## config.mk

```make
export PLATFORM = sky130hd
export DESIGN_NAME = rtz_fir_dac_driver
export DESIGN_NICKNAME = d
export VERILOG_FILES = /design/src/rtl/rtz_dac_pkg.sv /design/src/rtl/rtz_slot_encoder.sv /design/src/rtl/rtz_tap_bank.sv /design/src/rtl/rtz_fir_dac_driver.sv
export SDC_FILE = /design/constraint.sdc
export NUM_CORES = 1
export LEC_CHECK = 0
export CORE_UTILIZATION = 38
export DETAILED_ROUTE_END_ITERATION = 8
export PLACE_DENSITY = 0.72
export SLEW_MARGIN = 20
export SYNTH_ARGS = -nofsm -noshare
export SYNTH_HDL_FRONTEND = slang
export SYNTH_HIERARCHICAL = 1
export SYNTH_SLANG_ARGS = --single-unit
```

## constraint.sdc

```tcl
create_clock -name clk2x -period 0.8 [get_ports clk2x]
set_input_delay 0.16 -clock clk2x [delete_from_list [all_inputs] [get_ports clk2x]]
set_output_delay 0.16 -clock clk2x [all_outputs]
set_load 0.02 [all_outputs]
```

## src/rtl/rtz_dac_pkg.sv

```systemverilog
package rtz_dac_pkg;

    typedef enum logic [1:0] {
        ST_IDLE = 2'd0,
        ST_DATA = 2'd1,
        ST_ZERO = 2'd2
    } slot_state_t;

    typedef struct packed {
        logic pos;
        logic neg;
    } rtz_pair_t;

endpackage

```

## src/rtl/rtz_slot_encoder.sv

```systemverilog
module rtz_slot_encoder
    import rtz_dac_pkg::*;
(
    input  logic        clk,
    input  logic        rst,
    input  logic        bit_stb,
    input  logic        din,
    output rtz_pair_t   slot_q,
    output slot_state_t state_q
);

    slot_state_t state_nx;
    logic        accept;

    // A strobe is refused while a data slot is current: a zero must follow.
    assign accept = bit_stb && (state_q != ST_DATA);

    always_comb begin
        state_nx = state_q;
        unique case (state_q)
            ST_IDLE: state_nx = accept ? ST_DATA : ST_IDLE;
            ST_DATA: state_nx = ST_ZERO;
            ST_ZERO: state_nx = accept ? ST_DATA : ST_ZERO;
            default: state_nx = ST_IDLE;
        endcase
    end

    always_ff @(posedge clk) begin
        if (rst) state_q <= ST_IDLE;
        else     state_q <= state_nx;
    end

    always_ff @(posedge clk) begin
        if (rst) begin
            slot_q <= '0;
        end else if (accept) begin
            slot_q.pos <= din;
            slot_q.neg <= ~din;
        end else begin
            slot_q <= '0;
        end
    end

endmodule

```

## src/rtl/rtz_tap_bank.sv

```systemverilog
module rtz_tap_bank
    import rtz_dac_pkg::*;
#(
    parameter int TAPS       = 4,
    parameter bit POS_ON_ODD = 1'b0
) (
    input  logic              clk,
    input  logic              rst,
    input  rtz_pair_t         slot_in,
    output logic [2*TAPS-1:0] bank_q
);

    localparam int WIDTH = 2 * TAPS;

    logic [TAPS-1:0] pos_sr;
    logic [TAPS-1:0] neg_sr;

    always_ff @(posedge clk) begin
        if (rst) begin
            pos_sr <= '0;
            neg_sr <= '0;
        end else begin
            pos_sr[0] <= slot_in.pos;
            neg_sr[0] <= slot_in.neg;
            for (int k = 1; k < TAPS; k++) begin
                pos_sr[k] <= pos_sr[k-1];
                neg_sr[k] <= neg_sr[k-1];
            end
        end
    end

    for (genvar k = 0; k < TAPS; k++) begin : g_tap
        if (POS_ON_ODD) begin : g_odd
            assign bank_q[2*k]   = neg_sr[k];
            assign bank_q[2*k+1] = pos_sr[k];
        end else begin : g_even
            assign bank_q[2*k]   = pos_sr[k];
            assign bank_q[2*k+1] = neg_sr[k];
        end
    end

    if (WIDTH != 2 * TAPS) begin : g_bad_width
        initial $display("rtz_tap_bank: width mismatch");
    end

endmodule

```

## src/rtl/rtz_fir_dac_driver.sv

```systemverilog
module rtz_fir_dac_driver
    import rtz_dac_pkg::*;
#(
    parameter int TAPS = 4
) (
    input  logic              clk2x,
    input  logic              rst,
    input  logic              bit_stb,
    input  logic              din,
    output logic [2*TAPS-1:0] bank_a,
    output logic [2*TAPS-1:0] bank_b
);

    rtz_pair_t   enc_slot;
    slot_state_t enc_state;

    rtz_slot_encoder u_enc (
        .clk     (clk2x),
        .rst     (rst),
        .bit_stb (bit_stb),
        .din     (din),
        .slot_q  (enc_slot),
        .state_q (enc_state)
    );

    // Two independent banks: each tap is carried by one flip-flop per bank.
    rtz_tap_bank #(.TAPS(TAPS), .POS_ON_ODD(1'b0)) u_bank_a (
        .clk     (clk2x),
        .rst     (rst),
        .slot_in (enc_slot),
        .bank_q  (bank_a)
    );

    rtz_tap_bank #(.TAPS(TAPS), .POS_ON_ODD(1'b1)) u_bank_b (
        .clk     (clk2x),
        .rst     (rst),
        .slot_in (enc_slot),
        .bank_q  (bank_b)
    );

endmodule

```

==> summary.md, run 1 <==
| Metric | Value |
|---|---|
| Vias/cell | `about 4.4` |
| Crit Path Class | `flip-flop to output pin` |
| Pins Over Slew Limit | `0` |
| Die area | `about 1600 um^2` |
| CTS H-Tree Depth | `1` |
| LEAKAGE | `0.3904 nW` |
| Rows | `13` |
| Min-delay worst type | `input pin to flip-flop` |
| CP cell instances | `buf_6` |
| Outcome | `complete, but fails checks` |
| Post-synth top area share | `70.80%` |
| Hold path depth | `2` |
| WHS Endpoint | `u_enc/slot_q[0]` |
| RR Startpoint | `u_enc/state_q[1]` |
| Detailed placement HPWL | `545.5 um` |
| Synth Instances | `43` |
| Commonest non-fill, non-tap cell in the layout | `dfxtp_2` |
| Crit path max-delay family | `flip-flops` |
| Max-slew headroom | `88.32%` |
| Worst Path Required | `approximately 640 ps` |
| Yosys warnings | `6` |
| Bufs and invs on worst path | `1` |
| Root buf cell | `clkbuf_4` |
| Final Cycle Share | `115.8%` |
| Post-Syn Nets | `47` |
| Startpoint Class | `flip-flop` |
| Clock-pin slew on the worst setup and hold paths | `~110 ps` |
| Initial antenna violation count | `0` |
| Longest Clk Path Bufs | `2` |
| R2R Setup Slk | `10 ps` |
| CP endpoint kind | `output pin` |
| ANT cells | `0` |
| RSZ-0062 raised after global routing | `true` |
| Minimum clock period after layout | `between 900 and 1000 ps` |
| PortBufs | `19` |
| # DRC | `0` |
| Initial Util | `41.89%` |
| FILL cells | `100` |
| F_max | `between 1000 and 1500 MHz` |
| DR pass1 iterations | `2` |
| Vias in the first global route | `273` |
| Slowest stage delay, CP | `340 ps` |
| GRT overflow | `0` |
| Yosys reg bits | `20` |
| Hold Path Origin | `din` |
| 1st-iter DRT viols | `6` |
| Hold Violations, Final | `0` |
| Failing checks | `setup timing` |
| Total Wirelength | `783 um` |
| Layout cells sized above 1 | `64.71%` |
| Chip height | `40.58 um` |
| Nets | `73` |
| Hold_ws | `433.0 ps` |
| Largest net degree at the start of global routing | `13` |
| Die Width | `40.58 um` |
| PD cells | `2184 nW/um^2` |
| Area Overhead vs Synth | `57.52%` |
| Max VDD drop | `between 1.5 and 2 mV` |
| Crit path depth | `1` |
| Pre-CTS setup slack | `-277.5 ps` |
| Total CTS buffers | `3` |
| Vias | `approximately 370` |
| Detail Route Antenna Nets | `0` |
| Clock sink count | `20` |
| Seq/Total Area, Yosys | `70.80%` |
| Total track usage | `11.37%` |
| RR Endpoint | `u_enc/state_q[1]` |
| Avg Cell Area, Syn | `13.15 um^2` |
| Area contributors post-synth | `dfxtp_1, nor2b_1, nor3b_2, and2b_4, nor3_2` |
| Netlist Area Pre-Place | `roughly 570 um^2` |
| I/O Pins | `20` |
| Wire per inst | `9.434 um` |
| Latest clock arrival within the worst-skew pair | `roughly 300 ps` |
| CP arrival | `770 ps` |
| Crit Path Max Fanout | `2` |
| Post-synth top area cell | `dfxtp_1` |
| Setup slack after layout | `-126.4 ps` |
| Final-report setup violation count | `16` |
| Worst Skew | `8.407 ps` |
| Worst reg-to-reg path cell count | `2` |
| Max_cap viols | `0` |
| Gpl congestion | `0.6999` |
| Most frequent cells in the layout | `dfxtp_2, buf_6, nor2b_1` |
| First-pass GRT wire length | `roughly 1.1 mm` |
| Worst path slowest cell | `dfxtp_2` |
| CTS tree | `yes` |
| Netlist cell types | `8` |
| Least-Margin Pin Slew | `between 150 and 200 ps` |
| CORE AREA | `approximately 1400 um^2` |
-- metrics by stage --
stage	util, %	area [um^2]	power, mW	cells	setup TNS (ps)
finish	65.99	890.9	1.945	83	-1856
CTS	65.43	883.3	1.972	83	-2124
detailed placement	58.48	789.5	1.150	79	-8694
floorplan	-	565.5	1.089	43	0
global route	65.99	890.9	2.031	83	-2569
global placement	58.48	789.5	1.150	79	-8664
-- final cells by class --
cell class              instances  area [um^2]  area share [%]
well taps                      15        18.77           2.107
clock buffers                   3        22.52           2.528
flip-flops and latches         20        421.7           47.33
multi-input cells              23        172.7           19.38
clock inverters                 1        30.03           3.371
repair buffers                 21        225.2           25.28
-- metal layers --
metal | vias up | global-route usage, % | wire, um
li1 | 182 | - | -
met4 | 0 | 2.500 | 0
met2 | 19 | 15.08 | 363
met3 | 0 | 10.00 | 87
met5 | - | 0 | 0
met1 | 168 | 13.56 | 332
-- how the worst max path moves through the flow --
stage	startpoint	to
finish	u_bank_b/neg_sr[2]	bank_b[4]
global route	u_bank_a/pos_sr[2]	bank_a[4]
CTS	u_bank_b/neg_sr[2]	bank_b[4]
detailed placement	rst	u_enc/slot_q[1]
global placement	u_bank_a/pos_sr[0]	bank_a[0]
floorplan	u_enc/state_q[0]	u_enc/state_q[1]
-- synthesized netlist by cell type (all sizes together) --
library cell	instances
nor3b	2
o21ba	1
nor3	1
nor2b	16
nand2b	1
dfxtp	20
nor2	1
and2b	1
-- power breakdown --
part,switching (mW),internal [mW]
Sequential,0.0110,1.02
Combinational,0.0464,0.0625
Clock,0.301,0.507
-- kinds of logic after synthesis --
family	synth area share [%]
flops	70.80
simple gates	27.43
compound gates	1.770
-- sequential cells by signal, summed over array words and instances, names as in the netlist --
| signal | count |
|---|---|
| u_enc/state_q | 2 |
| u_bank_b/pos_sr | 4 |
| u_bank_a/neg_sr | 4 |
| u_bank_a/pos_sr | 4 |
| u_enc/slot_q | 2 |
| u_bank_b/neg_sr | 4 |
-- timing repair --
| action | CTS | global route |
|---|---|---|
| pin swaps | 1 | 1 |
| hold endpoints to repair | 0 | 0 |
| gates resized for setup | 113 | 1 |
| hold buffers | 0 | 0 |
| endpoints found under the setup margin | 17 | 18 |
| buffers inserted | 0 | 0 |
Note: power is estimated with default switching activity, not from simulation.
==> run 2: changes to the inputs <==
--- a/config.mk
+++ b/config.mk
@@ -7,6 +7,7 @@
 export LEC_CHECK = 0
 export CORE_UTILIZATION = 38
 export DETAILED_ROUTE_END_ITERATION = 8
+export MAX_ROUTING_LAYER = met4
 export PLACE_DENSITY = 0.72
 export SLEW_MARGIN = 20
 export SYNTH_ARGS = -nofsm -noshare
==> run 2 against run 1 <==
The flow still finishes with violations (setup timing). Flip-flop and latch count stayed put. Sequential power hardly changed. Die area stayed put. Critical path type unchanged. Global-route usage is 0.32 points higher. Sequential share of layout area stayed put. Non-clock buffer count stayed put. Worst setup slack hardly changed. Maximum frequency hardly changed. Register-to-register slack hardly changed. Routed wire length is 0.38% higher. Largest cell class unchanged.
==> summary.md, run 2 (synthesis results as in run 1) <==
| Metric | Value |
|---|---|
| Vias in the first global route | `273` |
| FILL cells | `100` |
| Largest net degree at the start of global routing | `13` |
| CTS H-Tree Depth | `1` |
| Outcome | `complete, but fails checks` |
| Failing checks | `setup timing` |
| Vias/cell | `4.434` |
| Commonest non-fill, non-tap cell in the layout | `dfxtp_2` |
| Longest Clk Path Bufs | `2` |
| Vias | `368` |
| 1st-iter DRT viols | `4` |
| Nets | `73` |
| Setup repair bufs after CTS | `0` |
| Detailed placement HPWL | `545.5 um` |
| RSZ-0062 raised after global routing | `true` |
| Bufs and invs on worst path | `1` |
| Total Wirelength | `786 um` |
| Clock sink count | `20` |
| Worst Path Required | `640 ps` |
| LEAKAGE | `0.3904 nW` |
| Area Overhead vs Synth | `57.52%` |
| Final-report setup violation count | `16` |
| Rows | `13` |
| CP cell instances | `buf_6` |
| PortBufs | `19` |
| I/O Pins | `20` |
| Detail Route Antenna Nets | `0` |
| Initial Util | `about two fifths` |
| Minimum clock period after layout | `926.1 ps` |
| PD cells | `2183 nW/um^2` |
| Final Cycle Share | `115.8%` |
| CP arrival | `770 ps` |
| Pins Over Slew Limit | `0` |
| Clock-pin slew on the worst setup and hold paths | `between 100 and 150 ps` |
| Area after DPL | `789.5 um^2` |
| Total track usage | `11.69%` |
| Die Width | `40.58 um` |
| Chip height | `40.58 um` |
| Die area | `1647 um^2` |
| Least-Margin Pin Slew | `174.7 ps` |
| Root buf cell | `clkbuf_4` |
| Startpoint Class | `flip-flop` |
| Total CTS buffers | `3` |
| Worst path slowest cell | `dfxtp_2` |
| Slowest stage delay, CP | `340 ps` |
| Layout cells sized above 1 | `64.71%` |
| Max-slew headroom | `88.32%` |
| CTS tree | `yes` |
| CORE AREA | `1350 um^2` |
| DR pass1 iterations | `2` |
| Min-delay worst type | `input pin to flip-flop` |
| Hold Violations, Final | `0` |
| Max_cap viols | `0` |
| First-pass GRT wire length | `1.152 mm` |
| Wire per inst | `approximately 9.5 um` |
| Initial antenna violation count | `0` |
| Crit Path Class | `flip-flop to output pin` |
| Max VDD drop | `1.798 mV` |
| Latest clock arrival within the worst-skew pair | `300 ps` |
| Final non-filler cell total | `83` |
| # DRC | `0` |
| GRT overflow | `0` |
| CP endpoint kind | `output pin` |
| Placed Cells | `79` |
| Crit path max-delay family | `flip-flops` |
| Gpl congestion | `0.7076` |
| Post-route cell area | `890.9 um^2` |
| Pre-CTS setup slack | `-277.5 ps` |
| ANT cells | `0` |
| Setup slack after layout | `-126.1 ps` |
| Worst Skew | `between 8 and 9 ps` |
| Crit Path Max Fanout | `2` |
| F_max | `1080 MHz` |
| Most frequent cells in the layout | `dfxtp_2, buf_6, nor2b_1` |
## run 2: final cells by class
cell class | count | area, um^2 | share of cell area [%]
Clock buffer | 3 | 22.52 | 2.528
Sequential cell | 20 | 421.7 | 47.33
Timing Repair Buffer | 21 | 225.2 | 25.28
Tap cell | 15 | 18.77 | 2.107
Multi-Input combinational cell | 23 | 172.7 | 19.38
Clock inverter | 1 | 30.03 | 3.371
## run 2: path summary, 6_finish.rpt
kind | end | slack, ps | start | cells after the start
worst max-delay path | bank_b[4] | -130 | u_bank_b/neg_sr[2] | 1
worst min-delay path | u_enc/slot_q[0] | 430 | din | 2
worst max register to register | u_enc/state_q[1] | 10 | u_enc/state_q[1] | 2
worst min register to register | u_bank_b/neg_sr[0] | 450 | u_enc/slot_q[0] | 1
## run 2: metrics by stage
stage | hold slack (ps) | power, mW | setup TNS [ps] | utilization, %
floorplan | 229.7 | 1.089 | 0 | -
global placement | 442.7 | 1.150 | -8664 | 58.48
CTS | 425.5 | 1.972 | -2124 | 65.43
global route | 429.5 | 2.031 | -2569 | 65.99
finish | 433.2 | 1.945 | -1852 | 65.99
detailed placement | 447.1 | 1.150 | -8694 | 58.48
## run 2: report_power, final
part           internal, mW  leakage [nW]  switching [mW]
Clock                 0.507        0.0279           0.300
Combinational        0.0625         0.192          0.0464
Sequential             1.02         0.171          0.0110
Total                  1.59         0.390           0.358
## run 2: routing by layer
| metal | routed length, um | track usage, % | up-vias | part of all wire [%] |
|---|---|---|---|---|
| li1 | - | - | 182 | - |
| met1 | 331 | 13.56 | 168 | 42 |
| met5 | 0 | - | - | 0 |
| met3 | 88 | 10.00 | 0 | 11 |
| met4 | 0 | 2.500 | 0 | 0 |
| met2 | 365 | 15.08 | 18 | 46 |
## run 2: timing repair
item / 4_1_cts / 5_1_grt
pin swaps: 1 / 1
setup endpoints to repair: 17 / 18
hold buffers: 0 / 0
resized for setup: 113 / 1
